`config.mk`:
```
export PLATFORM = sky130hd
export DESIGN_NAME = dyp_predec
export DESIGN_NICKNAME = d
export VERILOG_FILES = /design/src/rtl/dyp_pkg.sv /design/src/rtl/dyp_fields.sv /design/src/rtl/dyp_classify.sv /design/src/rtl/dyp_legality.sv /design/src/rtl/dyp_predec.sv
export SDC_FILE = /design/constraint.sdc
export NUM_CORES = 1
export LEC_CHECK = 0
export BUFFER_PORTS_ARGS = -buffer_cell sky130_fd_sc_hd__clkbuf_2
export CORE_MARGIN = 3
export CORE_UTILIZATION = 43
export DETAILED_ROUTE_END_ITERATION = 10
export PLACE_DENSITY = 0.88
export SLEW_MARGIN = 20
export SYNTH_ARGS = -nofsm -noshare
export SYNTH_HDL_FRONTEND = slang
export SYNTH_SLANG_ARGS = --single-unit
```
`constraint.sdc`:
```
create_clock -name vclk -period 2.2
set_clock_uncertainty 0.1 [all_clocks]
set_input_delay 0.11 -clock vclk [all_inputs]
set_output_delay 0.11 -clock vclk [all_outputs]
set_load 0.01 [all_outputs]
```
`src/rtl/dyp_pkg.sv`:
```
package dyp_pkg;
  localparam int OPW = 16;

  localparam logic [3:0] LINE_OR  = 4'h8;
  localparam logic [3:0] LINE_SUB = 4'h9;
  localparam logic [3:0] LINE_AND = 4'hC;
  localparam logic [3:0] LINE_ADD = 4'hD;

  localparam logic [3:0] OP_ILLEGAL = 4'd0;
  localparam logic [3:0] OP_ADD     = 4'd1;
  localparam logic [3:0] OP_SUB     = 4'd2;
  localparam logic [3:0] OP_AND     = 4'd3;
  localparam logic [3:0] OP_OR      = 4'd4;
  localparam logic [3:0] OP_ADDA    = 4'd5;
  localparam logic [3:0] OP_SUBA    = 4'd6;
  localparam logic [3:0] OP_MULU    = 4'd7;
  localparam logic [3:0] OP_MULS    = 4'd8;
  localparam logic [3:0] OP_DIVU    = 4'd9;
  localparam logic [3:0] OP_DIVS    = 4'd10;
  localparam logic [3:0] OP_SBCD    = 4'd11;

  localparam logic [1:0] SZ_BYTE = 2'd0;
  localparam logic [1:0] SZ_WORD = 2'd1;
  localparam logic [1:0] SZ_LONG = 2'd2;
  localparam logic [1:0] SZ_NONE = 2'd3;

  localparam logic [3:0] EA_DREG   = 4'd0;
  localparam logic [3:0] EA_AREG   = 4'd1;
  localparam logic [3:0] EA_PREDEC = 4'd4;
  localparam logic [3:0] EA_PCD    = 4'd9;
  localparam logic [3:0] EA_PCX    = 4'd10;
  localparam logic [3:0] EA_IMM    = 4'd11;
  localparam logic [3:0] EA_NONE   = 4'd15;

  // kind of decode selected by the line and opmode
  localparam logic [1:0] K_NONE = 2'd0;
  localparam logic [1:0] K_MAIN = 2'd1;
  localparam logic [1:0] K_ALT  = 2'd2;
  localparam logic [1:0] K_SBCD = 2'd3;

  // mode field + register field -> flat addressing-mode code
  function automatic logic [3:0] ea_combine(input logic [2:0] m, input logic [2:0] r);
    if (m != 3'd7) return {1'b0, m};
    if (r <= 3'd4) return 4'd7 + {1'b0, r};
    return EA_NONE;
  endfunction

  // destination modes accepted by the to-memory form (data reg handled apart)
  function automatic logic mem_dst_ok(input logic [3:0] c);
    return !(c == EA_AREG || c == EA_PCD || c == EA_PCX ||
             c == EA_IMM  || c == EA_NONE);
  endfunction
endpackage

```
`src/rtl/dyp_fields.sv`:
```
module dyp_fields
  import dyp_pkg::*;
(
  input  logic [OPW-1:0] word,
  output logic [3:0]     line,
  output logic [2:0]     opmode,
  output logic [2:0]     dn,
  output logic [2:0]     ea_reg,
  output logic [3:0]     ea_code,
  output logic           sbcd_pat,
  output logic           sbcd_mem
);
  assign line     = word[15:12];
  assign dn       = word[11:9];
  assign opmode   = word[8:6];
  assign ea_reg   = word[2:0];
  assign ea_code  = ea_combine(word[5:3], word[2:0]);
  assign sbcd_pat = (word[8:4] == 5'b10000);
  assign sbcd_mem = word[3];
endmodule

```
`src/rtl/dyp_classify.sv`:
```
module dyp_classify
  import dyp_pkg::*;
(
  input  logic [3:0] line,
  input  logic [2:0] opmode,
  input  logic       sbcd_pat,
  output logic [3:0] op_raw,
  output logic [1:0] size_raw,
  output logic       dir_mem,
  output logic [1:0] kind
);
  logic on_or, on_sub, on_and, on_add, alt_mode;

  assign on_or    = (line == LINE_OR);
  assign on_sub   = (line == LINE_SUB);
  assign on_and   = (line == LINE_AND);
  assign on_add   = (line == LINE_ADD);
  assign alt_mode = (opmode[1:0] == 2'b11);

  always_comb begin
    op_raw   = OP_ILLEGAL;
    size_raw = SZ_NONE;
    dir_mem  = 1'b0;
    kind     = K_NONE;
    if (on_or && sbcd_pat) begin
      op_raw   = OP_SBCD;
      size_raw = SZ_BYTE;
      kind     = K_SBCD;
    end else if (on_or || on_sub || on_and || on_add) begin
      if (alt_mode) begin
        kind = K_ALT;
        if (on_add || on_sub) begin
          op_raw   = on_add ? OP_ADDA : OP_SUBA;
          size_raw = opmode[2] ? SZ_LONG : SZ_WORD;
        end else begin
          size_raw = SZ_WORD;
          if (on_and) op_raw = opmode[2] ? OP_MULS : OP_MULU;
          else        op_raw = opmode[2] ? OP_DIVS : OP_DIVU;
        end
      end else begin
        kind     = K_MAIN;
        size_raw = opmode[1:0];
        dir_mem  = opmode[2];
        if (on_add)      op_raw = OP_ADD;
        else if (on_sub) op_raw = OP_SUB;
        else if (on_and) op_raw = OP_AND;
        else             op_raw = OP_OR;
      end
    end
  end
endmodule

```
`src/rtl/dyp_legality.sv`:
```
module dyp_legality
  import dyp_pkg::*;
(
  input  logic [1:0] kind,
  input  logic [3:0] op_raw,
  input  logic [1:0] size_raw,
  input  logic       dir_mem,
  input  logic [3:0] ea_code,
  output logic       legal,
  output logic       ea_undef,
  output logic       an_byte_src,
  output logic       mem_dst_bad,
  output logic       logic_dn_dst
);
  assign ea_undef     = (ea_code == EA_NONE);
  assign an_byte_src  = !dir_mem && (ea_code == EA_AREG) && (size_raw == SZ_BYTE);
  assign mem_dst_bad  = dir_mem && !mem_dst_ok(ea_code);
  assign logic_dn_dst = dir_mem && (ea_code == EA_DREG) &&
                        (op_raw == OP_AND || op_raw == OP_OR);

  always_comb begin
    case (kind)
      K_SBCD:  legal = 1'b1;
      K_ALT:   legal = !ea_undef;
      K_MAIN:  legal = dir_mem ? !(mem_dst_bad || logic_dn_dst)
                               : !(ea_undef || an_byte_src);
      default: legal = 1'b0;
    endcase
  end
endmodule

```
`src/rtl/dyp_predec.sv`:
```
module dyp_predec
  import dyp_pkg::*;
(
  input  logic [15:0] opcode,
  output logic [3:0]  op_class,
  output logic [1:0]  op_size,
  output logic        to_mem,
  output logic [3:0]  src_mode,
  output logic [2:0]  src_reg,
  output logic [3:0]  dst_mode,
  output logic [2:0]  dst_reg,
  output logic        valid
);
  logic [3:0] line;
  logic [2:0] opmode, dn, ea_reg;
  logic [3:0] ea_code;
  logic       sbcd_pat, sbcd_mem;
  logic [3:0] op_raw;
  logic [1:0] size_raw, kind;
  logic       dir_mem, legal;
  // named events for the checker
  logic       ea_undef, an_byte_src, mem_dst_bad, logic_dn_dst;

  dyp_fields u_fields (
    .word(opcode), .line(line), .opmode(opmode), .dn(dn), .ea_reg(ea_reg),
    .ea_code(ea_code), .sbcd_pat(sbcd_pat), .sbcd_mem(sbcd_mem)
  );

  dyp_classify u_class (
    .line(line), .opmode(opmode), .sbcd_pat(sbcd_pat),
    .op_raw(op_raw), .size_raw(size_raw), .dir_mem(dir_mem), .kind(kind)
  );

  dyp_legality u_legal (
    .kind(kind), .op_raw(op_raw), .size_raw(size_raw), .dir_mem(dir_mem),
    .ea_code(ea_code), .legal(legal), .ea_undef(ea_undef),
    .an_byte_src(an_byte_src), .mem_dst_bad(mem_dst_bad),
    .logic_dn_dst(logic_dn_dst)
  );

  always_comb begin
    op_class = OP_ILLEGAL;
    op_size  = SZ_NONE;
    to_mem   = 1'b0;
    src_mode = EA_NONE;
    src_reg  = 3'd0;
    dst_mode = EA_NONE;
    dst_reg  = 3'd0;
    valid    = 1'b0;
    if (legal) begin
      op_class = op_raw;
      op_size  = size_raw;
      to_mem   = dir_mem;
      valid    = 1'b1;
      case (kind)
        K_SBCD: begin
          src_mode = sbcd_mem ? EA_PREDEC : EA_DREG;
          src_reg  = ea_reg;
          dst_mode = sbcd_mem ? EA_PREDEC : EA_DREG;
          dst_reg  = dn;
        end
        K_ALT: begin
          src_mode = ea_code;
          src_reg  = ea_reg;
          dst_mode = (op_raw == OP_ADDA || op_raw == OP_SUBA) ? EA_AREG : EA_DREG;
          dst_reg  = dn;
        end
        default: begin
          if (dir_mem) begin
            src_mode = EA_DREG;
            src_reg  = dn;
            dst_mode = ea_code;
            dst_reg  = ea_reg;
          end else begin
            src_mode = ea_code;
            src_reg  = ea_reg;
            dst_mode = EA_DREG;
            dst_reg  = dn;
          end
        end
      endcase
    end
  end
endmodule

```
==> results.toml, run 1 <==
[power_and_ir_drop]
finalPower_mw = 0.2233
switching_share_pct = 53.19
ir_worst_vdd_mv = 0.1454
clkPwrFrac_pct = 0
p_int_mw = 0.1045
p_leak_nw = 0.4907
pwr-share-seq_pct = 0
powerDensity_nw_per_um2 = 206.1
power_frac_comb_pct = 100.0
switching_power_mw = 0.1188

[die]
die_h_microns = 45.57
placement_rows = 13
die_x_microns = 45.57
design.core.area_sq_um = 1383
ioPinCount = 38
start_util_pct = 48.69
dieArea_sq_um = 2076

[finish]
flops_and_latches = 0
syn2layout_area_growth_pct = 60.97
stdcell_count = 157
num_antenna_cells = 0
drive_gt1_share_pct = 50.70
clock_buffers = 0
layout.nets = 162
seqCellArea_sq_um = 0

[sta]
hold_violations = 0
slew_viol_final = 0
setup_violations = 21
fmax_mhz = 413.3
fin_ws_ns = -0.2197
rsz0062_at_grt = "yes"
period_share_pct = 110.0
max-slew-margin-rel_pct = 66.69
tightest_slew_ns = 0.4996
min_period_ns = 2.420

[global_routing]
antenna_found_initial = 0
gr-total-overflow = 0
grt_max_degree = 13
track_usage_pct = 22.60
grt_pass1_wl_mm = 3.594
grt_pass1_vias = 802

[synth]
syn_area_per_cell_sq_um = 6.799
synth_warnings = 0
synth_area_leaders = "mux2i_1, a22o_1, a21oi_1, nand2_1, ha_1"
yosys-top-cells-count = "a21oi_1, nand2_1, a22o_1, mux2i_1"
synth_nets = 117
yosys.area.top_type = "mux2i_1"
syn_inst = 99
ys_types = 39
ys_seq_area_share_pct = 0
synthesis.area_sq_um = 673.1
yosysTopAreaCellShare_pct = 10.41
yosysMostFrequentCell = "a21oi_1"

[hold_path]
hp-class = "input port to output pin"
hold_depth = 4

[critical_path]
critPathKind = "input port to output pin"
crit_arrival_ns = 2.21
crit_path_end_kind = "output pin"
startpoint_type = "input port"
path_max_fanout = 5
cp.required_ns = 1.99

[place]
port_buffers = 38
gp_congestion = 0.9147
dp_cells = 153
dpl.hpwl_mm = 1.854

[run_status]
status = "finished with violations"
violations = "negative setup slack"

[route]
ant_nets = 0
via_count = 992
totalWireLength_mm = 2.723
drtIter0Drc = 34
drt-vias-per-instance = 6.318
drc_errors = 0
routedWlPerCell_microns = 17.34
dr.pass1.iters = 4

[run]
cap_viol_max_count = 0

[cts]
hold_buffers = 0
==> worst paths after layout <==
path	from	endpoint	slack (ns)
worst min-delay path	opcode[11]	dst_reg[2]	0.50
worst max-delay path	opcode[1]	dst_mode[1]	-0.22
==> power by group through the flow <==
stage	clock network, mW	logic, mW	registers [mW]
global placement	0	0.174	0
detailed placement	0	0.182	0
CTS	0	0.199	0
floorplan	0	0.114	0
finish	0	0.223	0
global route	0	0.238	0
==> logic make-up (layout without fill, tap and decap cells) <==
group,count (synthesis),after routing,share of synthesized area [%]
muxes,7,7,10.41
buffers and inverters,14,57,9.292
adders and majority gates,2,2,3.717
and+or+nand+nor,38,38,34.01
AOI/OAI and AO/OA,38,38,42.57
==> area by class of cell <==
| cell class | count | area (sq um) |
|---|---|---|
| multi-input cells | 85 | 698.2 |
| repair buffers | 53 | 344.1 |
| fillers | 97 | 299.0 |
| inverters | 4 | 22.52 |
| well taps | 15 | 18.77 |
==> cell usage in the layout (no fill, tap or decap), types with 2 or more instances in the layout <==
master / Yosys / routed
clkbuf_2: 0 / 22
buf_2: 2 / 13
nand2_1: 10 / 10
buf_4: 2 / 10
a21oi_1: 11 / 7
a22o_1: 7 / 7
mux2i_1: 7 / 7
buf_6: 0 / 7
nand3_1: 5 / 5
nor2_1: 4 / 4
a21oi_2: 0 / 4
nand4_1: 3 / 3
and3_1: 3 / 3
and2_1: 3 / 3
nand2b_1: 3 / 3
o21ai_0: 3 / 3
nor2b_1: 2 / 2
ha_4: 0 / 2
==> critical path, stage by stage <==
cell and delay [ns]:
buf_8 0.10, clkinv_4 0.04, ha_4 0.12, inv_2 0.04, ha_4 0.15, or4_4 0.44
o32a_1 0.33, o221ai_2 0.16, a21boi_4 0.29, buf_6 0.15, a22o_1 0.15, buf_2 0.14
==> metrics by stage <==
stage                     instance area, sq um  setup TNS, ns  worst slack (ns)  utilization (%)  hold slack (ns)
after floorplan                          676.9              0          0.003165                -           0.2690
after global placement                   917.1         -3.767           -0.2203            66.33           0.4905
after detailed placement                 917.1         -6.950           -0.4073            66.33           0.4994
after CTS                                987.2         -5.197           -0.2877            71.40           0.4999
after global routing                      1084         -4.947           -0.2826            78.37           0.5258
final                                     1084         -3.452           -0.2197            78.37           0.5011
==> layer usage <==
| metal | wire [microns] | share of wire, % | vias to the layer above | GRT usage [%] |
|---|---|---|---|---|
| met2 | 1394 | 51 | 44 | 42.62 |
| met5 | 0 | 0 | - | 0 |
| met4 | 42 | 1.5 | 0 | 2.924 |
| met3 | 169 | 6.2 | 4 | 1.186 |
| met1 | 1117 | 41 | 471 | 28.14 |
| li1 | - | - | 473 | - |
==> what timing repair did <==
item,CTS,global route
pin swaps,14,8
buffers inserted,1,1
cloned,1,1
resized for setup,13,33
setup endpoints to repair,22,22
No activity file was read; power rests on OpenSTA's default activity.
==> run 2, diff against run 1 <==
==> constraint.sdc (replaced) <==
create_clock -name vclk -period 2.2
set_clock_uncertainty 0.1 [all_clocks]
set_input_delay 0.55 -clock vclk [all_inputs]
set_output_delay 0.55 -clock vclk [all_outputs]
set_load 0.01 [all_outputs]
==> run 2 against run 1 <==
Net effect:
- critical path depth did not move
- hold slack improved by 0.89 ns
- sequential cell count did not move
- sequential share of layout area did not move
- clock-buffer cell count did not move
- first-iteration DRC count rose to 2.5 times the previous value
- critical endpoint is now src_mode[3]
- utilization rose by 11 points
- via count rose by 18%
- global-route usage rose by 8.3 points
- the flow still finishes with violations (negative setup slack)
==> results.toml, run 2 (synthesized netlist as in run 1, its figures left out) <==
[route]
drc_errors = 0
ant_nets = 0
via_count = 1174
dr.pass1.iters = 4
drt-vias-per-instance = 6.709
totalWireLength_mm = 3.116
routedWlPerCell_microns = 17.81
drtIter0Drc = 86

[critical_path]
cp.buffers_inverters = 5
path_common_cell = "ha_4"
crit_arrival_ns = 2.73
crit_path_end_kind = "output pin"
critPathKind = "input port to output pin"
cp.required_ns = 1.55
path_max_fanout = 7
startpoint_type = "input port"
crit_chain = "clkbuf_16 > inv_12 > ha_4 > inv_4 > ha_4 > or4_4 > o32a_1 > o221ai_2 > a21boi_4 > buf_6 > a22o_1 > buf_2"
cp_top_family = "compound AO/OA/AOI/OAI gates"
max_stage_delay_ns = 0.45
slowest_stage = "or4_4"

[die]
start_util_pct = 48.69
ioPinCount = 38
dieArea_sq_um = 2076
design.core.area_sq_um = 1383
die_x_microns = 45.57
placement_rows = 13
die_h_microns = 45.57

[run_status]
status = "finished with violations"
violations = "negative setup slack"

[power_and_ir_drop]
p_int_mw = 0.1262
switching_power_mw = 0.1289
pwr-share-seq_pct = 0
p_leak_nw = 0.5807
power_frac_comb_pct = 100.0
switching_share_pct = 50.52
ir_worst_vdd_mv = 0.1438
finalPower_mw = 0.2551
powerDensity_nw_per_um2 = 206.8
clkPwrFrac_pct = 0

[place]
dpl.hpwl_mm = 2.093
gp_congestion = 0.9568
dpl_worst_slack_ns = -1.206
port_buffers = 38

[sta]
fin_setup_tns_ns = -24.70
period_share_pct = 153.5
min_period_ns = 3.378
tightest_slew_ns = 0.3457
rsz0062_at_grt = "yes"
hold_violations = 0
holdWs_ns = 1.396
fin_ws_ns = -1.178
setup_violations = 22
max-slew-margin-rel_pct = 76.76
fmax_mhz = 296.1
slew_viol_final = 0

[global_routing]
gr-total-overflow = 0
track_usage_pct = 30.93
grt_max_degree = 16
antenna_found_initial = 0
grt_pass1_wl_mm = 4.774
grt_pass1_vias = 1027

[finish]
fillers = 72
seqCellArea_sq_um = 0
flops_and_latches = 0
fin_util_pct = 89.23
layout.nets = 180
drive_gt1_share_pct = 57.50
final_common_cell = "buf_4"
syn2layout_area_growth_pct = 83.27
clock_buffers = 0
layout_common_cells = "buf_4, clkbuf_2, nand2_1, a21oi_1, buf_2"
num_antenna_cells = 0

[hold_path]
hp-class = "input port to output pin"

[run]
cap_viol_max_count = 0
-- run 2: changes by cell type in the layout (fill, tap and decap cells not counted), sizes merged --
cell | previous run | this run
buf | 31 | 45
inv | 3 | 4
clkinv | 1 | 0
clkbuf | 22 | 26
-- run 2: worst paths after layout --
path	cells past startpoint	slack, ns	start	to
worst max-delay path	12	-1.18	opcode[1]	src_mode[3]
worst min-delay path	4	1.40	opcode[9]	src_reg[0]
-- run 2: what timing repair did --
| item | CTS | global route |
|---|---|---|
| gates cloned | 1 | 0 |
| setup endpoints to repair | 22 | 22 |
| pin swaps | 9 | 3 |
| hold buffers | 0 | 0 |
| resized for setup | 14 | 18 |
| buffers inserted | 1 | 2 |
-- run 2: per-stage QoR --
stage          cells  cell area (sq um)
4_1_cts          174               1197
5_1_grt          175               1234
2_1_floorplan     99              729.5
6_report         175               1234
3_3_place_gp     172               1112
3_5_place_dp     172               1112
-- run 2: worst min-delay path, stage by stage --
cell and delay (ns):
clkbuf_2 0.09, mux2i_1 0.13, a21oi_1 0.05, clkbuf_2 0.13
-- run 2: area by class of cell --
type | instances | area [sq um] | area share (%)
inverter | 4 | 35.03 | 2.840
multi-input combinational | 85 | 688.2 | 55.78
tap | 15 | 18.77 | 1.521
timing repair buffer | 71 | 491.7 | 39.86
-- run 2: layer usage --
layer	global-route usage, %	share of wire (%)
met1	36.74	36
met2	57.66	48
met3	1.976	9.7
met4	9.357	5.9
met5	0	0
-- run 2: power by group through the flow --
stage               sequential, mW  combinational, mW  clock (mW)
CTS                              0              0.236           0
floorplan                        0              0.121           0
finish                           0              0.255           0
global route                     0              0.274           0
global placement                 0              0.209           0
detailed placement               0              0.218           0
